==> src/rtl/eecfg_pkg.sv <==
// Package for the EEPROM configuration loader.
// Holds the header geometry, the field offsets that the decoder depends on,
// the read-state encoding and the identity checksum function.
package eecfg_pkg;

    localparam int NWORDS = 5;
    localparam int WORD_W = 16;
    localparam int NBYTES = 2 * NWORDS;
    localparam logic [1:0] OP_READ = 2'b10;

    localparam int OFS_VID_LO = 0;
    localparam int OFS_VID_HI = 1;
    localparam int OFS_PID_LO = 2;
    localparam int OFS_PID_HI = 3;
    localparam int OFS_CKSUM  = 4;
    localparam int OFS_MASK   = 6;
    localparam int OFS_PORTS  = 7;
    localparam int OFS_PWR    = 8;

    localparam logic [7:0] PWR_LIMIT = 8'hFA;
    localparam int MAX_PORTS = 4;

    typedef struct packed {
        logic [15:0] vid;
        logic [15:0] pid;
        logic [2:0]  ports;
        logic [3:0]  mask;
        logic [7:0]  pwr;
    } hub_cfg_t;

    typedef enum logic [1:0] {
        RD_START,
        RD_XFER,
        RD_GAP,
        RD_DONE
    } rd_state_e;

    // Expected checksum: the four identity bytes and one, summed modulo 256.
    function automatic logic [7:0] id_sum(input logic [7:0] a, input logic [7:0] b,
                                          input logic [7:0] c, input logic [7:0] d);
        return a + b + c + d + 8'd1;
    endfunction

endpackage

==> src/rtl/eecfg_sk_gen.sv <==
// Serial clock generator.
// While en is high, sk toggles every HALF_DIV system clocks, starting low.
// fall_tick marks the system cycle in which sk goes from high to low.
// Assumes en drops no earlier than the cycle after a fall_tick.
module eecfg_sk_gen #(
    parameter int HALF_DIV = 4
) (
    input  logic clk,
    input  logic rst_n,
    input  logic en,
    output logic sk,
    output logic fall_tick
);
    localparam int CW = $clog2(HALF_DIV + 1);

    logic [CW-1:0] cnt;
    logic          sk_q;
    logic          wrap;

    assign wrap      = (cnt == CW'(HALF_DIV - 1));
    assign fall_tick = en && wrap && sk_q;
    assign sk        = sk_q;

    // Half-period counter and clock toggle; held low when disabled.
    always_ff @(posedge clk) begin
        if (!rst_n || !en) begin
            cnt  <= '0;
            sk_q <= 1'b0;
        end else if (wrap) begin
            cnt  <= '0;
            sk_q <= ~sk_q;
        end else begin
            cnt <= cnt + CW'(1);
        end
    end

    AST_SK_HALT: assert property (@(posedge clk) disable iff (!rst_n)
        !en |=> !sk);

endmodule

==> src/rtl/eecfg_mw_reader.sv <==
// Serial word reader.
// Reads header words 0..NWORDS-1 in order, one read command per word. The
// command is start 1, opcode 10 and an ADDR_W-bit address, MSB first. Command
// bits change on serial clock falls. Read data is sampled at the end of each
// high phase: one dummy bit and then WORD_W bits, MSB first. Chip select is
// dropped for one serial period between words. done_o pulses once at the end.
module eecfg_mw_reader
    import eecfg_pkg::*;
#(
    parameter int ADDR_W   = 6,
    parameter int HALF_DIV = 4
) (
    input  logic                     clk,
    input  logic                     rst_n,
    input  logic                     fall_tick,
    input  logic                     ee_do,
    output logic                     ee_cs,
    output logic                     ee_di,
    output logic                     sk_en,
    output logic [NWORDS*WORD_W-1:0] words_o,
    output logic                     done_o
);
    localparam int CMD_W   = 3 + ADDR_W;
    localparam int LAST    = CMD_W + WORD_W - 1;
    localparam int BCW     = $clog2(LAST + 1);
    localparam int GAP_CYC = 2 * HALF_DIV;
    localparam int GCW     = $clog2(GAP_CYC + 1);
    localparam int IW      = $clog2(NWORDS);

    rd_state_e         state;
    logic [CMD_W-1:0]  cmd_sr;
    logic [WORD_W-1:0] data_sr;
    logic [BCW-1:0]    bitcnt;
    logic [GCW-1:0]    gap;
    logic [IW-1:0]     widx;
    logic [WORD_W-1:0] words [NWORDS];

    assign sk_en = (state == RD_XFER);

    // Flatten the stored words, word i at bits [i*WORD_W +: WORD_W].
    for (genvar i = 0; i < NWORDS; i++) begin : g_flat
        assign words_o[i*WORD_W +: WORD_W] = words[i];
    end

    // Sequencer: build the command, shift bits on serial falls, pace the words.
    always_ff @(posedge clk) begin
        if (!rst_n) begin
            state   <= RD_START;
            ee_cs   <= 1'b0;
            ee_di   <= 1'b0;
            cmd_sr  <= '0;
            data_sr <= '0;
            bitcnt  <= '0;
            gap     <= '0;
            widx    <= '0;
            done_o  <= 1'b0;
            for (int i = 0; i < NWORDS; i++) words[i] <= '0;
        end else begin
            done_o <= 1'b0;
            case (state)
                RD_START: begin
                    cmd_sr <= {1'b1, OP_READ, ADDR_W'(widx)};
                    ee_di  <= 1'b1;
                    ee_cs  <= 1'b1;
                    bitcnt <= '0;
                    state  <= RD_XFER;
                end
                RD_XFER: begin
                    if (fall_tick) begin
                        bitcnt <= bitcnt + BCW'(1);
                        if (bitcnt < BCW'(CMD_W - 1)) begin
                            ee_di  <= cmd_sr[CMD_W-2];
                            cmd_sr <= cmd_sr << 1;
                        end else begin
                            ee_di <= 1'b0;
                        end
                        if (bitcnt >= BCW'(CMD_W)) begin
                            data_sr <= {data_sr[WORD_W-2:0], ee_do};
                        end
                        if (bitcnt == BCW'(LAST)) begin
                            words[widx] <= {data_sr[WORD_W-2:0], ee_do};
                            ee_cs       <= 1'b0;
                            gap         <= '0;
                            state       <= RD_GAP;
                        end
                    end
                end
                RD_GAP: begin
                    if (gap == GCW'(GAP_CYC - 1)) begin
                        if (widx == IW'(NWORDS - 1)) begin
                            state  <= RD_DONE;
                            done_o <= 1'b1;
                        end else begin
                            widx  <= widx + IW'(1);
                            state <= RD_START;
                        end
                    end else begin
                        gap <= gap + GCW'(1);
                    end
                end
                default: begin
                    ee_cs <= 1'b0;
                end
            endcase
        end
    end

    AST_XFER_SELECTED: assert property (@(posedge clk) disable iff (!rst_n)
        sk_en |-> ee_cs);
    AST_DONE_PULSE: assert property (@(posedge clk) disable iff (!rst_n)
        done_o |=> !done_o);

endmodule

==> src/rtl/eecfg_decode.sv <==
// Header decoder, combinational.
// Splits the flat words into header bytes (low byte first) and judges whether
// an EEPROM answered and whether the checksum holds. It then range-checks the
// port-count and power fields and substitutes the defaults wherever required.
module eecfg_decode
    import eecfg_pkg::*;
#(
    parameter logic [15:0] DEF_VID   = 16'h1234,
    parameter logic [15:0] DEF_PID   = 16'h5678,
    parameter logic [2:0]  DEF_PORTS = 3'd4,
    parameter logic [3:0]  DEF_MASK  = 4'h0,
    parameter logic [7:0]  DEF_PWR   = 8'h32
) (
    input  logic [NWORDS*WORD_W-1:0] words_i,
    output hub_cfg_t                 cfg_o,
    output logic                     present_o
);
    logic [7:0] hb [NBYTES];
    logic       accept;
    logic       ports_ok;
    logic       pwr_ok;

    // Byte k of the header sits at bits [k*8 +: 8] of the flat words.
    for (genvar k = 0; k < NBYTES; k++) begin : g_bytes
        assign hb[k] = words_i[k*8 +: 8];
    end

    // Presence, checksum and field range judgements.
    always_comb begin
        present_o = |(~words_i);
        accept    = present_o && (hb[OFS_CKSUM] ==
                    id_sum(hb[OFS_VID_LO], hb[OFS_VID_HI], hb[OFS_PID_LO], hb[OFS_PID_HI]));
        ports_ok  = (hb[OFS_PORTS] >= 8'd1) && (hb[OFS_PORTS] <= 8'(MAX_PORTS));
        pwr_ok    = (hb[OFS_PWR] <= PWR_LIMIT);
    end

    // Field selection between header contents and defaults.
    always_comb begin
        cfg_o.vid   = DEF_VID;
        cfg_o.pid   = DEF_PID;
        cfg_o.ports = DEF_PORTS;
        cfg_o.mask  = DEF_MASK;
        cfg_o.pwr   = DEF_PWR;
        if (accept) begin
            cfg_o.vid  = {hb[OFS_VID_HI], hb[OFS_VID_LO]};
            cfg_o.pid  = {hb[OFS_PID_HI], hb[OFS_PID_LO]};
            cfg_o.mask = hb[OFS_MASK][4:1];
            if (ports_ok) cfg_o.ports = hb[OFS_PORTS][2:0];
            if (pwr_ok)   cfg_o.pwr   = hb[OFS_PWR];
        end
    end

endmodule

==> src/rtl/eeprom_cfg_loader.sv <==
// EEPROM configuration loader, top level.
// Runs the serial reader once after reset. When the reader finishes, it
// captures the decoded configuration, and from then on it holds that
// configuration and the done and present flags until the next reset.
// Assumes the data line is pulled high when no EEPROM is fitted.
module eeprom_cfg_loader
    import eecfg_pkg::*;
#(
    parameter int          ADDR_W    = 6,
    parameter int          HALF_DIV  = 4,
    parameter logic [15:0] DEF_VID   = 16'h1234,
    parameter logic [15:0] DEF_PID   = 16'h5678,
    parameter logic [2:0]  DEF_PORTS = 3'd4,
    parameter logic [3:0]  DEF_MASK  = 4'h0,
    parameter logic [7:0]  DEF_PWR   = 8'h32
) (
    input  logic        clk,
    input  logic        rst_n,
    output logic        ee_cs,
    output logic        ee_sk,
    output logic        ee_di,
    input  logic        ee_do,
    output logic [15:0] vid_o,
    output logic [15:0] pid_o,
    output logic [2:0]  port_count_o,
    output logic [3:0]  nonrem_mask_o,
    output logic [7:0]  max_pwr_o,
    output logic        cfg_done_o,
    output logic        ee_present_o,
    output logic        amber_en_o
);
    logic                     sk_en;
    logic                     fall_tick;
    logic                     rd_done;
    logic [NWORDS*WORD_W-1:0] words;
    hub_cfg_t                 dec_cfg;
    logic                     dec_present;

    eecfg_sk_gen #(.HALF_DIV(HALF_DIV)) u_skgen (
        .clk       (clk),
        .rst_n     (rst_n),
        .en        (sk_en),
        .sk        (ee_sk),
        .fall_tick (fall_tick)
    );

    eecfg_mw_reader #(.ADDR_W(ADDR_W), .HALF_DIV(HALF_DIV)) u_reader (
        .clk       (clk),
        .rst_n     (rst_n),
        .fall_tick (fall_tick),
        .ee_do     (ee_do),
        .ee_cs     (ee_cs),
        .ee_di     (ee_di),
        .sk_en     (sk_en),
        .words_o   (words),
        .done_o    (rd_done)
    );

    eecfg_decode #(
        .DEF_VID   (DEF_VID),
        .DEF_PID   (DEF_PID),
        .DEF_PORTS (DEF_PORTS),
        .DEF_MASK  (DEF_MASK),
        .DEF_PWR   (DEF_PWR)
    ) u_decode (
        .words_i   (words),
        .cfg_o     (dec_cfg),
        .present_o (dec_present)
    );

    // Configuration registers: defaults in reset, captured once on reader done.
    always_ff @(posedge clk) begin
        if (!rst_n) begin
            vid_o         <= DEF_VID;
            pid_o         <= DEF_PID;
            port_count_o  <= DEF_PORTS;
            nonrem_mask_o <= DEF_MASK;
            max_pwr_o     <= DEF_PWR;
            cfg_done_o    <= 1'b0;
            ee_present_o  <= 1'b0;
        end else if (rd_done && !cfg_done_o) begin
            vid_o         <= dec_cfg.vid;
            pid_o         <= dec_cfg.pid;
            port_count_o  <= dec_cfg.ports;
            nonrem_mask_o <= dec_cfg.mask;
            max_pwr_o     <= dec_cfg.pwr;
            cfg_done_o    <= 1'b1;
            ee_present_o  <= dec_present;
        end
    end

    // The shared amber pins are free only once loading found no EEPROM.
    assign amber_en_o = cfg_done_o && !ee_present_o;

    AST_SK_NEEDS_CS: assert property (@(posedge clk) disable iff (!rst_n)
        !ee_cs |-> !ee_sk);
    AST_DI_HELD_HIGH: assert property (@(posedge clk) disable iff (!rst_n)
        (ee_sk && $past(ee_sk)) |-> $stable(ee_di));
    AST_DONE_STICKY: assert property (@(posedge clk) disable iff (!rst_n)
        cfg_done_o |=> cfg_done_o);
    AST_CFG_FROZEN: assert property (@(posedge clk) disable iff (!rst_n)
        (cfg_done_o && $past(cfg_done_o)) |-> ($stable(vid_o) && $stable(pid_o) && $stable(max_pwr_o)));
    AST_IDLE_AFTER_DONE: assert property (@(posedge clk) disable iff (!rst_n)
        cfg_done_o |-> (!ee_cs && !ee_sk));
    AST_PORTS_RANGE: assert property (@(posedge clk) disable iff (!rst_n)
        (port_count_o >= 3'd1) && (port_count_o <= 3'(MAX_PORTS)));
    AST_PWR_RANGE: assert property (@(posedge clk) disable iff (!rst_n)
        max_pwr_o <= PWR_LIMIT);
    AST_AMBER_QUIET: assert property (@(posedge clk) disable iff (!rst_n)
        ee_cs |-> !amber_en_o);
    AST_PRESENT_AFTER_DONE: assert property (@(posedge clk) disable iff (!rst_n)
        ee_present_o |-> cfg_done_o);

endmodule

==> config.mk <==
export PLATFORM = sky130hd
export DESIGN_NAME = eeprom_cfg_loader
export DESIGN_NICKNAME = d
export VERILOG_FILES = /design/src/rtl/eecfg_pkg.sv /design/src/rtl/eecfg_sk_gen.sv /design/src/rtl/eecfg_mw_reader.sv /design/src/rtl/eecfg_decode.sv /design/src/rtl/eeprom_cfg_loader.sv
export SDC_FILE = /design/constraint.sdc
export NUM_CORES = 1
export LEC_CHECK = 0
export BUFFER_PORTS_ARGS = -buffer_cell sky130_fd_sc_hd__buf_2
export CORE_ASPECT_RATIO = 1.5
export CORE_MARGIN = 4
export CORE_UTILIZATION = 40
export CTS_CLUSTER_SIZE = 8
export DETAILED_ROUTE_END_ITERATION = 8
export PLACE_DENSITY_LB_ADDON = 0.3
export SYNTH_ARGS = -nofsm -noshare
export SYNTH_HDL_FRONTEND = slang
export SYNTH_SLANG_ARGS = --single-unit
==> constraint.sdc <==
create_clock -name clk -period 5 [get_ports clk]
set_input_delay 1 -clock clk [delete_from_list [all_inputs] [get_ports clk]]
set_output_delay 1 -clock clk [all_outputs]
set_load 0.01 [all_outputs]
==> reports/qor.txt, run 1 <==
Run status: complete, no violations
Final hold vios: 0
Core Footprint: 0.0191 mm2
Top cells by area, synth: edfxtp_1 (31%), dfxtp_1 (24%), and2_1 (5.2%), o31ai_2 (4.9%), fa_1 (3.6%)
H-Tree Depth: 4
Synth warnings: 0
Post-route DRC: 0
Starting Density: 0.405
First drt pass iteration count: 5
DR vias/cell: 5.24
Mean Syn Cell Area: 11.4 um2
Startpoint Class: flop
Number of synthesized register bits: 173
Net count after synthesis: 712
Worst R2R Start: u_reader.words[0][1]$_SDFFCE_PN0P_
DR WL/cell: 18.6 um
Hold Crit Class: flop to flop
Post-CTS Resized: 0
Post-CTS Setup Bufs: 0
Post-synth top cells: dfxtp_1 (93), edfxtp_1 (80), and2_1 (64), nand2_1 (61), nor2_1 (40)
Worst path cell trace: fa_1 -> fa_1 -> ha_1 -> inv_1 -> fa_1 -> xnor2_1 -> nor4_1 -> o2111ai_4 -> buf_4 -> buf_4 -> o31ai_2
Number of distinct library cells after synthesis: 51
Die area: 0.0216 mm2
Worst setup path class: flop to flop
Clk Latency, worst-skew pair: 0.43 ns
Worst-Margin Slew: 1.10 ns
Dpl hpwl: 14.1 mm
Layout Cells excl Fill: 997
Largest area contributor in the netlist: edfxtp_1
Initial antenna violation count: 0
PwrDens: 399 mW/mm2
Leakage Power: 3.48 nW
Most common cell in the netlist: dfxtp_1
Syn-to-layout area delta: 15.2%
Routed vias: 5,222
Die Ht: 178 um
CTS tree: done
Share of Yosys cell area claimed by the top area cell type: 0.311
Worst Path Required: 5.34 ns
Delay of the slowest critical-path stage: 0.58 ns
Row count: 62
Layout cells sized above 1: 0.185
Port Buffers: 55
Fmax: 243 MHz
Critical Path Sink Type: flop
CTS root buf: clkbuf_16
Num Clock Sinks: 173
Max-Cap Viols: 0
Die X: 121 um
Max Buffers Root-to-Sink: 2
Synth Cell Area: 0.00772 mm2
CP max stage cell: fa_1
Core Util, Final: 0.466
Unrepaired setup endpoints after global routing: false
DRT antenna net count: 0
Cell count after synthesis: 676
Fin crit period: 4.11 ns
Clock-pin slew on the worst setup and hold paths: 0.06 ns
CTS buffer count: 17
Main synth FF type: dfxtp_1
Max Slew Vio Count: 0
Largest net degree at the start of global routing: 38
RePlAce Congestion: 0.886
1st-iter DRT viols: 291
Rel. slew slack: 0.265
Nets: 764
Clk_skew: 0.00933 ns
Part of the cycle the worst path needs: 0.821
Total GRT Usage: 0.180
Top Ports: 56
Sequential share of the synthesized area: 0.552
Post-Route WL: 18.5 mm
Dpl cells: 965
Crit path DAT: 4.45 ns
Worst Hold Launch: u_skgen.cnt[0]$_SDFF_PP0_
Fill count: 1,768
Total grt overflow: 0
Vias in the first global route: 5,334
Hold buffer count at CTS: 0
Most used cell, CP: fa_1
Maximum fanout along the worst path: 26
Maximum vdd ir drop: 0.000221 V
# setup viols final: 0
First-pass GRT wire length: 29.3 mm
Asr flop ratio synth: 0
Post-synth EDFFs: 80
ANT cells: 0
Crit. Startpoint: u_reader.words[0][1]$_SDFFCE_PN0P_
Sum Neg Setup Slack: 0 ns
## flip-flops by register name, summed over array words and instances (netlist names), 4 cells and up
register / count
nonrem_mask_o: 4
u_reader.cmd_sr: 8
pid_o: 16
u_reader.words: 80
u_reader.bitcnt: 5
u_reader.gap: 4
vid_o: 16
u_reader.data_sr: 15
max_pwr_o: 8
## placed cells by master, fill, tap and decap left out, types with 18 or more instances in the layout
| master | n |
|---|---|
| dfxtp_1 | 93 |
| edfxtp_1 | 80 |
| and2_1 | 64 |
| nand2_1 | 61 |
| buf_2 | 55 |
| nor2_1 | 39 |
| o31ai_2 | 30 |
| o21ai_0 | 26 |
| nand4_1 | 24 |
| inv_1 | 22 |
| and3_1 | 20 |
| clkbuf_16 | 20 |
| ha_1 | 19 |
| mux2i_1 | 18 |
## worst max-delay path: cells and delay by family (launching register included)
family	cells	cell delay, ns
xor+xnor	1	0.14
buf+inv	3	0.66
simple gates	1	0.46
fa+ha+maj	4	1.65
compound gates	2	0.66
flops	1	0.44
## power breakdown
group	internal [W]	total, W	switching [W]
Sequential	0.00154	0.00160	0.0000546
Clock	0.000818	0.00135	0.000528
Combinational	0.000194	0.000607	0.000413
Total	0.00256	0.00355	0.000996
## stage by stage
stage / total power [W] / setup slack (ns) / area [um2] / hold slack [ns]
2_1_floorplan: 0.00208 / 1.69 / 7720 / 0.404
3_3_place_gp: 0.00222 / 1.00 / 8280 / 0.413
3_5_place_dp: 0.00224 / 0.884 / 8280 / 0.441
4_1_cts: 0.00359 / 0.879 / 8900 / 0.450
5_1_grt: 0.00372 / 0.605 / 8900 / 0.470
6_report: 0.00355 / 0.893 / 8900 / 0.439
## routing by layer
metal  part of all wire  wire length (um)  track usage  up-vias
li1                   -                 -            -     2533
met1               0.39              7220        0.196     2558
met2               0.55             10300        0.337      105
met3              0.030               559       0.0330       26
met4              0.026               476       0.0757        0
met5                  0                 0            0        -
## cell families (layout without fill, tap and decap cells)
group           Yosys count  in the layout  share of synthesized area
simple gates            263            263                      0.179
fa+ha+maj                33             33                     0.0671
compound gates          107            107                      0.115
buf+inv                  57            122                     0.0318
flops                   173            173                      0.552
xor+xnor                 24             24                     0.0308
mux                      19             19                     0.0248
## area by class of cell
| cell class | count | area, um2 | area share |
|---|---|---|---|
| Clock buffer | 25 | 551 | 0.0619 |
| Clock inverter | 7 | 70.1 | 0.00788 |
| Inverter | 23 | 86.3 | 0.00970 |
| Multi-Input combinational cell | 446 | 3240 | 0.364 |
| Sequential cell | 173 | 4260 | 0.479 |
| Tap cell | 256 | 320 | 0.0360 |
| Timing Repair Buffer | 67 | 365 | 0.0411 |
## path summary, 6_finish.rpt
path	to	slack, ns	cells past startpoint
worst min-delay path	u_skgen.cnt[0]$_SDFF_PP0_	0.44	1
worst min register to register	u_skgen.cnt[0]$_SDFF_PP0_	0.44	1
worst max-delay path	max_pwr_o[2]$_SDFFE_PN0P_	0.89	11
worst max register to register	max_pwr_o[2]$_SDFFE_PN0P_	0.89	11
No activity file was read; power rests on OpenSTA's default activity.
==> run 2: changes to the inputs <==
clock period = 4.2 ns   (was 5 ns; I/O delays follow)
==> reports/qor.txt, run 2 (synthesized netlist as in run 1, its figures left out) <==
R2R setup slack: 0.48 ns
First drt pass iteration count: 4
Multi-input gate area: 0.00324 mm2
Crit path DAT: 4.03 ns
Sum Neg Setup Slack: 0 ns
Die area: 0.0216 mm2
Internal: 0.00296 W
Largest net degree at the start of global routing: 38
CTS root buf: clkbuf_16
DRT antenna net count: 0
Layout cells sized above 1: 0.191
Initial antenna violation count: 0
Most frequent cells in the layout: dfxtp_1 (93), edfxtp_1 (80), and2_1 (64)
CTS buffer count: 17
Total GRT Usage: 0.181
Rel. slew slack: 0.338
Die X: 121 um
Post-CTS Resized: 0
DR vias/cell: 5.22
Largest reg by FF count: u_reader.words
Crit. Startpoint: u_reader.words[0][1]$_SDFFCE_PN0P_
Maximum vdd ir drop: 0.000305 V
Clock-pin slew on the worst setup and hold paths: 0.07 ns
Num Clock Sinks: 173
Dpl hpwl: 14.2 mm
# setup viols final: 0
DR WL/cell: 18.7 um
ANT cells: 0
Fmax: 269 MHz
CTS tree: done
Hold Crit Class: flop to flop
Max Buffers Root-to-Sink: 2
Net Sw Frac: 0.300
Worst-Margin Slew: 0.992 ns
PwrDens: 476 mW/mm2
Clock share of power: 0.378
Clk Latency, worst-skew pair: 0.44 ns
Seq pwr share: 0.448
Net Sw Power: 0.00127 W
Max-Cap Viols: 0
Critical Path Sink Type: flop
Maximum fanout along the worst path: 31
Regs by FF count: u_reader.words (80), pid_o (16), vid_o (16)
Syn-to-layout area delta: 15.3%
Port Buffers: 55
Total grt overflow: 0
Startpoint Class: flop
Nets: 767
Post-Route WL: 18.7 mm
First-pass GRT wire length: 29.6 mm
Worst Path Required: 4.51 ns
Worst Hold Launch: u_skgen.cnt[0]$_SDFF_PP0_
Clk_skew: 0.0143 ns
Max reg flops: 80
Row count: 62
Post-CTS Setup Bufs: 0
Max Slew Vio Count: 0
Pre-CTS WS: 0.425 ns
Part of the cycle the worst path needs: 0.885
Vias in the first global route: 5,452
Routed vias: 5,220
Combinational share of power: 0.174
Worst Setup Slack, final: 0.481 ns
Most common cell after layout, fill and taps aside: dfxtp_1
H-Tree Depth: 4
Core Footprint: 0.0191 mm2
Die Ht: 178 um
Starting Density: 0.405
Leakage Power: 3.47 nW
Fin crit period: 3.72 ns
Hold buffer count at CTS: 0
Final hold vios: 0
Worst setup path class: flop to flop
Post-route DRC: 0
Unrepaired setup endpoints after global routing: false
Worst R2R Start: u_reader.words[0][1]$_SDFFCE_PN0P_
Storage cell area: 0.00426 mm2
Top Ports: 56
Fill count: 1,807
Run status: complete, no violations
RePlAce Congestion: 0.885
1st-iter DRT viols: 284
==> run 2: cell count changes in the layout (fill, tap and decap cells not counted), moves of 2 or more <==
cell and change:
clkinvlp_4 +3, inv_6 +2, clkinv_2 -2, clkbuf_8 -3, inv_4 +2, clkbuf_16 -3, buf_4 +3, inv_8 +2
==> run 2: per-layer routing <==
layer | routed length (um) | share of wire | global-route usage
met2 | 10100 | 0.54 | 0.336
met1 | 7310 | 0.39 | 0.198
met3 | 589 | 0.031 | 0.0349
met5 | 0 | 0 | 0
met4 | 663 | 0.035 | 0.0832
==> run 2: area by class of cell <==
cell class | count | area share
clock buffer | 17 | 0.0478
clock inverter | 15 | 0.0200
inverter | 23 | 0.00970
multi-input combinational | 446 | 0.364
sequential | 173 | 0.479
tap | 256 | 0.0360
timing repair buffer | 70 | 0.0436
==> run 2: final timing paths <==
kind / endpoint / cells past startpoint
setup / recovery: vid_o[12]$_SDFFE_PN1P_ / 10
hold / removal: u_skgen.cnt[0]$_SDFF_PP0_ / 1
setup reg to reg: vid_o[12]$_SDFFE_PN1P_ / 10
hold reg to reg: u_skgen.cnt[0]$_SDFF_PP0_ / 1
==> run 2: power by group through the flow <==
| stage | sequential, W | clock [W] | combinational, W |
|---|---|---|---|
| floorplan | 0.00191 | 0 | 0.000557 |
| global placement | 0.00193 | 0 | 0.000709 |
| detailed placement | 0.00194 | 0 | 0.000736 |
| CTS | 0.00190 | 0.00163 | 0.000740 |
| global route | 0.00191 | 0.00170 | 0.000821 |
| finish | 0.00190 | 0.00160 | 0.000738 |
==> run 2: through the flow <==
| stage | utilization | area (um2) | hold slack, ns | power (W) | std cells |
|---|---|---|---|---|---|
| floorplan | - | 7720 | 0.404 | 0.00247 | 676 |
| global placement | 0.435 | 8300 | 0.413 | 0.00264 | 968 |
| detailed placement | 0.435 | 8300 | 0.433 | 0.00267 | 968 |
| CTS | 0.466 | 8900 | 0.444 | 0.00427 | 1000 |
| global route | 0.466 | 8900 | 0.464 | 0.00443 | 1000 |
| finish | 0.466 | 8900 | 0.436 | 0.00424 | 1000 |
==> run 2: worst max-delay path, cell delays in order (launching register included) <==
cell and delay, ns:
edfxtp_1 0.43, fa_1 0.58, fa_1 0.42, ha_1 0.22
inv_1 0.07, fa_1 0.42, xnor2_1 0.13, nor4_1 0.47
o2111ai_4 0.21, buf_4 0.30, o32a_1 0.33
